[config.mk]
export PLATFORM = sky130hd
export DESIGN_NAME = mode_stack_ctrl
export DESIGN_NICKNAME = d
export VERILOG_FILES = /design/src/rtl/mode_stack_pkg.sv /design/src/rtl/boot_seq.sv /design/src/rtl/sp_bank.sv /design/src/rtl/mode_tracker.sv /design/src/rtl/mode_stack_ctrl.sv
export SDC_FILE = /design/constraint.sdc
export NUM_CORES = 1
export LEC_CHECK = 0
export BUFFER_PORTS_ARGS = -buffer_cell sky130_fd_sc_hd__buf_2
export CAP_MARGIN = 15
export CORE_AREA = 2 2 82 163
export CTS_BUF_LIST = sky130_fd_sc_hd__clkbuf_16
export CTS_CLUSTER_DIAMETER = 150
export DETAILED_ROUTE_END_ITERATION = 16
export DIE_AREA = 0 0 84 165
export GPL_TIMING_DRIVEN = 1
export PLACE_DENSITY = 0.67
export SYNTH_ARGS = -nofsm -noshare
export SYNTH_HDL_FRONTEND = slang
export SYNTH_SLANG_ARGS = --single-unit
[constraint.sdc]
create_clock -name clk -period 2.6 [get_ports clk]
set_input_delay 0.39 -clock clk [delete_from_list [all_inputs] [get_ports clk]]
set_output_delay 0.39 -clock clk [all_outputs]
set_load 0.05 [all_outputs]
[src/rtl/mode_stack_pkg.sv]
package mode_stack_pkg;

    typedef enum logic {
        MODE_THREAD  = 1'b0,
        MODE_HANDLER = 1'b1
    } exec_mode_e;

    typedef enum logic [1:0] {
        BOOT_SP  = 2'd0,
        BOOT_PC  = 2'd1,
        BOOT_GO  = 2'd2,
        BOOT_RUN = 2'd3
    } boot_state_e;

    typedef struct packed {
        logic psp_thread;
        logic user_thread;
    } ctrl_bits_t;

    localparam int unsigned VEC_STRIDE = 4;

endpackage

[src/rtl/boot_seq.sv]
module boot_seq
    import mode_stack_pkg::*;
#(
    parameter int unsigned ADDR_W = 32,
    parameter int unsigned DATA_W = 32
) (
    input  logic              clk,
    input  logic              rst,
    input  logic              mem_valid,
    input  logic [DATA_W-1:0] mem_rdata,
    output logic              mem_req,
    output logic [ADDR_W-1:0] mem_addr,
    output logic              sp_boot_wr,
    output logic              pc_load,
    output logic [DATA_W-1:0] pc_value,
    output logic              boot_done
);

    boot_state_e       state_q;
    logic [DATA_W-1:0] start_q;

    always_ff @(posedge clk) begin
        if (rst) begin
            state_q <= BOOT_SP;
            start_q <= '0;
        end else begin
            unique case (state_q)
                BOOT_SP: if (mem_valid) state_q <= BOOT_PC;
                BOOT_PC: if (mem_valid) begin
                    start_q <= mem_rdata;
                    state_q <= BOOT_GO;
                end
                BOOT_GO:  state_q <= BOOT_RUN;
                default:  state_q <= BOOT_RUN;
            endcase
        end
    end

    always_comb begin
        mem_req    = (state_q == BOOT_SP) || (state_q == BOOT_PC);
        mem_addr   = (state_q == BOOT_PC) ? ADDR_W'(VEC_STRIDE) : '0;
        sp_boot_wr = (state_q == BOOT_SP) && mem_valid;
        pc_load    = (state_q == BOOT_GO);
        pc_value   = start_q;
        boot_done  = (state_q == BOOT_RUN);
    end


    go_after_capture_chk: assert property (@(posedge clk) disable iff (rst)
        (state_q == BOOT_PC && mem_valid) |=> pc_load);


    single_load_chk: assert property (@(posedge clk) disable iff (rst)
        pc_load |=> (!pc_load && boot_done));


    fetch_order_chk: assert property (@(posedge clk) disable iff (rst)
        (mem_req && mem_addr == '0 && mem_valid) |=> (mem_req && mem_addr == ADDR_W'(VEC_STRIDE)));

endmodule

[src/rtl/sp_bank.sv]
module sp_bank #(
    parameter int unsigned DATA_W   = 32,
    parameter int unsigned SP_ALIGN = 2
) (
    input  logic              clk,
    input  logic              rst,
    input  logic              boot_wr,
    input  logic [DATA_W-1:0] boot_val,
    input  logic              sp_wr,
    input  logic              sel_psp,
    input  logic [DATA_W-1:0] wdata,
    output logic [DATA_W-1:0] msp,
    output logic [DATA_W-1:0] psp
);

    localparam logic [DATA_W-1:0] ALIGN_MASK = ~DATA_W'((64'd1 << SP_ALIGN) - 64'd1);

    logic [DATA_W-1:0] bank_q [2];
    logic [1:0]        bank_we;
    logic [DATA_W-1:0] bank_d [2];

    // bank 0 = main stack, bank 1 = process stack
    for (genvar b = 0; b < 2; b++) begin : g_bank
        if (b == 0) begin : g_main
            assign bank_we[b] = boot_wr || (sp_wr && !sel_psp);
            assign bank_d[b]  = (boot_wr ? boot_val : wdata) & ALIGN_MASK;
        end else begin : g_proc
            assign bank_we[b] = !boot_wr && sp_wr && sel_psp;
            assign bank_d[b]  = wdata & ALIGN_MASK;
        end

        always_ff @(posedge clk) begin
            if (rst)              bank_q[b] <= '0;
            else if (bank_we[b])  bank_q[b] <= bank_d[b];
        end
    end

    assign msp = bank_q[0];
    assign psp = bank_q[1];


    psp_hold_chk: assert property (@(posedge clk) disable iff (rst)
        (!(sp_wr && sel_psp)) |=> $stable(psp));


    msp_hold_chk: assert property (@(posedge clk) disable iff (rst)
        (!boot_wr && !(sp_wr && !sel_psp)) |=> $stable(msp));

endmodule

[src/rtl/mode_tracker.sv]
module mode_tracker
    import mode_stack_pkg::*;
#(
    parameter int unsigned EXC_W = 8
) (
    input  logic             clk,
    input  logic             rst,
    input  logic             run,
    input  logic             exc_enter,
    input  logic [EXC_W-1:0] exc_num,
    input  logic             exc_return,
    input  logic             ctrl_wr,
    input  logic [1:0]       ctrl_wdata,
    output logic             mode_handler,
    output logic             priv,
    output logic             sel_psp,
    output logic [EXC_W-1:0] exc_field
);

    exec_mode_e       mode_q;
    ctrl_bits_t       ctrl_q;
    logic [EXC_W-1:0] exc_q;
    logic             enter_ok;
    logic             leave_ok;
    logic             ctrl_ok;

    always_comb begin
        priv     = (mode_q == MODE_HANDLER) || !ctrl_q.user_thread;
        sel_psp  = (mode_q == MODE_THREAD) && ctrl_q.psp_thread;
        enter_ok = run && exc_enter && (exc_num != '0);
        leave_ok = run && exc_return && (mode_q == MODE_HANDLER) && !enter_ok;
        ctrl_ok  = run && ctrl_wr && priv;
    end

    always_ff @(posedge clk) begin
        if (rst) begin
            mode_q <= MODE_THREAD;
            ctrl_q <= '0;
            exc_q  <= '0;
        end else begin
            if (ctrl_ok) ctrl_q <= ctrl_bits_t'(ctrl_wdata);
            if (enter_ok) begin
                mode_q <= MODE_HANDLER;
                exc_q  <= exc_num;
            end else if (leave_ok) begin
                mode_q <= MODE_THREAD;
                exc_q  <= '0;
            end
        end
    end

    assign mode_handler = (mode_q == MODE_HANDLER);
    assign exc_field    = exc_q;


    reset_state_chk: assert property (@(posedge clk)
        rst |=> (mode_q == MODE_THREAD && ctrl_q == '0 && exc_q == '0));


    exc_field_chk: assert property (@(posedge clk) disable iff (rst)
        (mode_q == MODE_THREAD) == (exc_q == '0));


    user_ctrl_lock_chk: assert property (@(posedge clk) disable iff (rst)
        (mode_q == MODE_THREAD && ctrl_q.user_thread) |=> $stable(ctrl_q));


    stray_return_chk: assert property (@(posedge clk) disable iff (rst)
        (mode_q == MODE_THREAD && !(run && exc_enter && exc_num != '0)) |=> (mode_q == MODE_THREAD));


    boot_lock_chk: assert property (@(posedge clk) disable iff (rst)
        !run |=> ($stable(mode_q) && $stable(ctrl_q)));


    handler_priv_chk: assert property (@(posedge clk) disable iff (rst)
        mode_handler |-> (priv && !sel_psp));

endmodule

[src/rtl/mode_stack_ctrl.sv]
module mode_stack_ctrl
    import mode_stack_pkg::*;
#(
    parameter int unsigned ADDR_W   = 32,
    parameter int unsigned DATA_W   = 32,
    parameter int unsigned EXC_W    = 8,
    parameter int unsigned SP_ALIGN = 2
) (
    input  logic              clk,
    input  logic              rst,
    input  logic              exc_enter,
    input  logic [EXC_W-1:0]  exc_num,
    input  logic              exc_return,
    input  logic              ctrl_wr,
    input  logic [1:0]        ctrl_wdata,
    input  logic              sp_wr,
    input  logic [DATA_W-1:0] sp_wdata,
    output logic              mem_req,
    output logic [ADDR_W-1:0] mem_addr,
    input  logic              mem_valid,
    input  logic [DATA_W-1:0] mem_rdata,
    output logic              pc_load,
    output logic [DATA_W-1:0] pc_value,
    output logic              boot_done,
    output logic              mode_handler,
    output logic              priv,
    output logic              sp_sel_psp,
    output logic [DATA_W-1:0] msp,
    output logic [DATA_W-1:0] psp,
    output logic [EXC_W-1:0]  exc_field
);

    logic sp_boot_wr;

    boot_seq #(
        .ADDR_W(ADDR_W),
        .DATA_W(DATA_W)
    ) i_boot (
        .clk       (clk),
        .rst       (rst),
        .mem_valid (mem_valid),
        .mem_rdata (mem_rdata),
        .mem_req   (mem_req),
        .mem_addr  (mem_addr),
        .sp_boot_wr(sp_boot_wr),
        .pc_load   (pc_load),
        .pc_value  (pc_value),
        .boot_done (boot_done)
    );

    mode_tracker #(
        .EXC_W(EXC_W)
    ) i_mode (
        .clk         (clk),
        .rst         (rst),
        .run         (boot_done),
        .exc_enter   (exc_enter),
        .exc_num     (exc_num),
        .exc_return  (exc_return),
        .ctrl_wr     (ctrl_wr),
        .ctrl_wdata  (ctrl_wdata),
        .mode_handler(mode_handler),
        .priv        (priv),
        .sel_psp     (sp_sel_psp),
        .exc_field   (exc_field)
    );

    sp_bank #(
        .DATA_W  (DATA_W),
        .SP_ALIGN(SP_ALIGN)
    ) i_sp (
        .clk     (clk),
        .rst     (rst),
        .boot_wr (sp_boot_wr),
        .boot_val(mem_rdata),
        .sp_wr   (sp_wr && boot_done),
        .sel_psp (sp_sel_psp),
        .wdata   (sp_wdata),
        .msp     (msp),
        .psp     (psp)
    );


    boot_sp_quiet_chk: assert property (@(posedge clk) disable iff (rst)
        (!boot_done && !mem_valid) |=> ($stable(msp) && $stable(psp)));

endmodule

==> metrics.log <==
INFO  metric h_tree_level_count = 3
INFO  metric static-leakage-power = roughly 2.6 nW
INFO  metric post_drt_wl_per_cell = between 15 and 20 um
INFO  metric die-area = 0.0139 mm^2
INFO  metric ctsHoldBuffers = 0
INFO  metric power.ir.vdd_worst = ~0.45 mV
INFO  metric grt_start_max_net_pins = 48
INFO  metric hold_viol_final = 0
INFO  metric cpLargestDelayFamily = flip-flops
INFO  metric cts-buffers-inserted = 9
INFO  metric outcome = completed
INFO  metric areaGrowthSynthToFinish = 26.4%
INFO  metric timing.critical_path.fanout_max = 11
INFO  metric ys_seq_area_share = between 50% and 60%
INFO  metric netlist_area = about 0.0047 mm^2
INFO  metric cp.required = between 2 and 2.5 ns
INFO  metric io_buffer_count = approximately 190
INFO  metric chipWidth = approximately 84 um
INFO  metric detailedRoute.firstIterationViolations = around 170
INFO  metric timing.final.crit_share = 76.4%
INFO  metric postSynthCellCount = 417
INFO  metric cp_slowest_cell = sky130_fd_sc_hd__dfxtp_1
INFO  metric post-route-min-period = about 2.0 ns
INFO  metric synth_enable_flop_cells = 60
INFO  metric totalWireLength = ~12,000 um
INFO  metric synthesis.yosys.warnings = 0
INFO  metric postCtsResizedCells = 0
INFO  metric async_reset_ff_share = 0%
INFO  metric firstDrtPassIters = 4
INFO  metric tritoncts = yes
INFO  metric clock_insertion_delay_worst_skew = between 0.3 and 0.4 ns
INFO  metric dpl.hpwl = about 9400 um
INFO  metric layout.nets = around 680
INFO  metric clock_skew = about 0.0062 ns
INFO  metric core_region_area = roughly 0.013 mm^2
INFO  metric remaining_drc_errors = 0
INFO  metric worst-slew-pin-transition = between 0.6 and 0.7 ns
INFO  metric global_route.usage.total = around 17%
INFO  metric synth_top_flop_cell = sky130_fd_sc_hd__edfxtp_1
INFO  metric power_per_cell_area = approximately 720 mW/mm^2
INFO  metric antenna_violations_before_repair = 2
INFO  metric cap_viol_max_count = 0
INFO  metric post_route_cells_drive_above_1_share = a little over two fifths
INFO  metric cts.clk_slew.worst_paths = roughly 0.070 ns
INFO  metric setup.worst_path.start_class = register
INFO  metric detailed_place.area = approximately 0.0057 mm^2
INFO  metric design_area = around 0.0060 mm^2
INFO  metric fillers = between 1,000 and 1,500
INFO  metric fp-row-count = between 50 and 60
INFO  metric setup_repair_after_global_routing_missed_its_margin = no
INFO  metric clock_sink_count = 105
INFO  metric effective_utilization_at_floorplan = 37.7%
INFO  metric timing.critical_path.to_type = primary output
INFO  metric max_slew_violations = 0
INFO  metric slowest_delay = 0.62 ns
INFO  metric clock.fmax = 0.503 GHz
INFO  metric routabilityCongestion = ~0.82
INFO  metric via_count = 3,643
INFO  metric clockBufferDepth = 2
INFO  metric number_of_nets_with_antenna_violations_after_routing = 0
INFO  metric timing.setup.tns = 0 ns
INFO  metric setup_viol = 0
INFO  metric postSynthAreaPerCell = 11.3 um^2
INFO  metric synth_seq_cells = between 100 and 150
INFO  metric worstHoldPathType = in -> reg
INFO  metric via_per_inst = slightly below 5
INFO  metric number_of_global_route_vias_before_repair = roughly 3,700
INFO  metric num_io_pins = roughly 220
INFO  metric ys_types = 34
INFO  metric crit_buf_inv = 2
INFO  metric globalRouteOverflowTotal = 0
INFO  metric critPathKind = reg -> out
INFO  metric grt_first_pass_wirelength = around 19,000 um
INFO  metric power = about 4.3 mW
INFO  metric path_cells = nand2_2, inv_2, buf_2
INFO  metric cts-root-buf = sky130_fd_sc_hd__clkbuf_16
INFO  metric timing.hold.ws = 0.286 ns
INFO  metric timing.max_slew.rel_slack = 58.0%
INFO  metric postCtsSetupRepairBufs = 0
INFO  metric critPathArrivalTime = roughly 1.6 ns
INFO  metric dieHeight = approximately 170 um
cell usage in the layout, fill, tap and decap left out, drive strengths merged, types with 2 or more instances in the layout:
cell type / n
inv: 7
conb: 35
nand2b: 3
clkbuf: 9
nand3: 2
a211oi: 9
nor4: 2
nor2: 3
and2: 30
edfxtp: 60
buf: 198
nor3: 30
nand2: 74
nand4: 2
dfxtp: 45
a31o: 2
a21oi: 45
mux2i: 30
clkinv: 3
power breakdown:
part	switching (mW)	internal (mW)	leakage, nW
combinational	0.756	0.218	1.46
clock	0.634	0.766	0.154
sequential	0.0446	1.86	0.998
kinds of logic after synthesis:
family          Yosys count  share of synthesized area (%)
xor+xnor                  1                          0.185
simple gates            152                           19.2
other cells               1                         0.0793
buf+inv                  68                           9.34
compound gates           60                           7.65
flops                   105                           57.2
mux                      30                           6.35
cell type report:
class / count / area [um^2] / area share (%)
flip-flops and latches: 105 / 2700 / 45.2
multi-input cells: 278 / 1730 / 28.9
repair buffers: 198 / 1030 / 17.2
clock buffers: 9 / 225 / 3.77
well taps: 150 / 188 / 3.14
clock inverters: 7 / 86.3 / 1.45
inverters: 4 / 15.0 / 0.251
diodes: 1 / 2.50 / 0.0419
through the flow:
step                cells  setup slack [ns]  util, %
floorplan             451             0.417        -
global placement      735             0.742     45.1
detailed placement    735             0.719     45.1
CTS                   751             0.589     47.6
global route          752             0.487     47.6
finish                752             0.614     47.6
final timing paths:
kind                                          start             endpoint  slack, ns  cells after the start
worst min register to register  i_boot.pc_value[20]  i_boot.pc_value[20]       0.45                      2
worst max register to register    i_boot.state_q[0]   i_sp.bank_q[1][15]       0.72                      4
worst min-delay path                   mem_rdata[0]   i_boot.pc_value[0]       0.29                      3
worst max-delay path              i_boot.state_q[0]            boot_done       0.61                      3
flip-flops by register name (all words and copies together) (netlist names):
register / count
i_boot.pc_value: 32
i_boot.state_q: 2
i_mode.ctrl_q: 2
i_mode.exc_field: 8
i_mode.mode_handler: 1
i_sp.bank_q: 60
synthesized netlist by cell type (2+ instances only):
cell type / count / area [um^2]
sky130_fd_sc_hd__a211oi_1: 8 / 60.1
sky130_fd_sc_hd__a21oi_1: 45 / 225
sky130_fd_sc_hd__a31o_2: 2 / 17.5
sky130_fd_sc_hd__and2_1: 30 / 188
sky130_fd_sc_hd__buf_2: 8 / 40.0
sky130_fd_sc_hd__buf_4: 41 / 308
sky130_fd_sc_hd__buf_6: 3 / 33.8
sky130_fd_sc_hd__clkbuf_1: 12 / 45.0
sky130_fd_sc_hd__dfxtp_1: 45 / 901
sky130_fd_sc_hd__edfxtp_1: 60 / 1800
sky130_fd_sc_hd__inv_1: 3 / 11.3
sky130_fd_sc_hd__mux2i_1: 30 / 300
sky130_fd_sc_hd__nand2_1: 73 / 274
sky130_fd_sc_hd__nand2b_1: 3 / 18.8
sky130_fd_sc_hd__nand3_1: 2 / 10.0
sky130_fd_sc_hd__nand4_1: 2 / 12.5
sky130_fd_sc_hd__nor2_1: 3 / 11.3
sky130_fd_sc_hd__nor3_2: 30 / 300
sky130_fd_sc_hd__nor4_2: 2 / 25.0
routing by layer:
layer  vias up  GRT usage, %  routed length [um]  share of wire, %
met5         -             0                   7             0.057
met4         2          8.14                 362               3.0
met3        23          3.90                 717               5.8
met2       160          33.4                6870                56
met1      1721          17.5                4300                35
li1       1737             -                   -                 -
worst register-to-register path, delay by kind of cell, from the launching register on:
kind | cells | cell delay [ns]
flops | 1 | 0.62
buf+inv | 2 | 0.53
simple gates | 1 | 0.19
compound gates | 1 | 0.17
No activity file was read; power rests on OpenSTA's default activity.
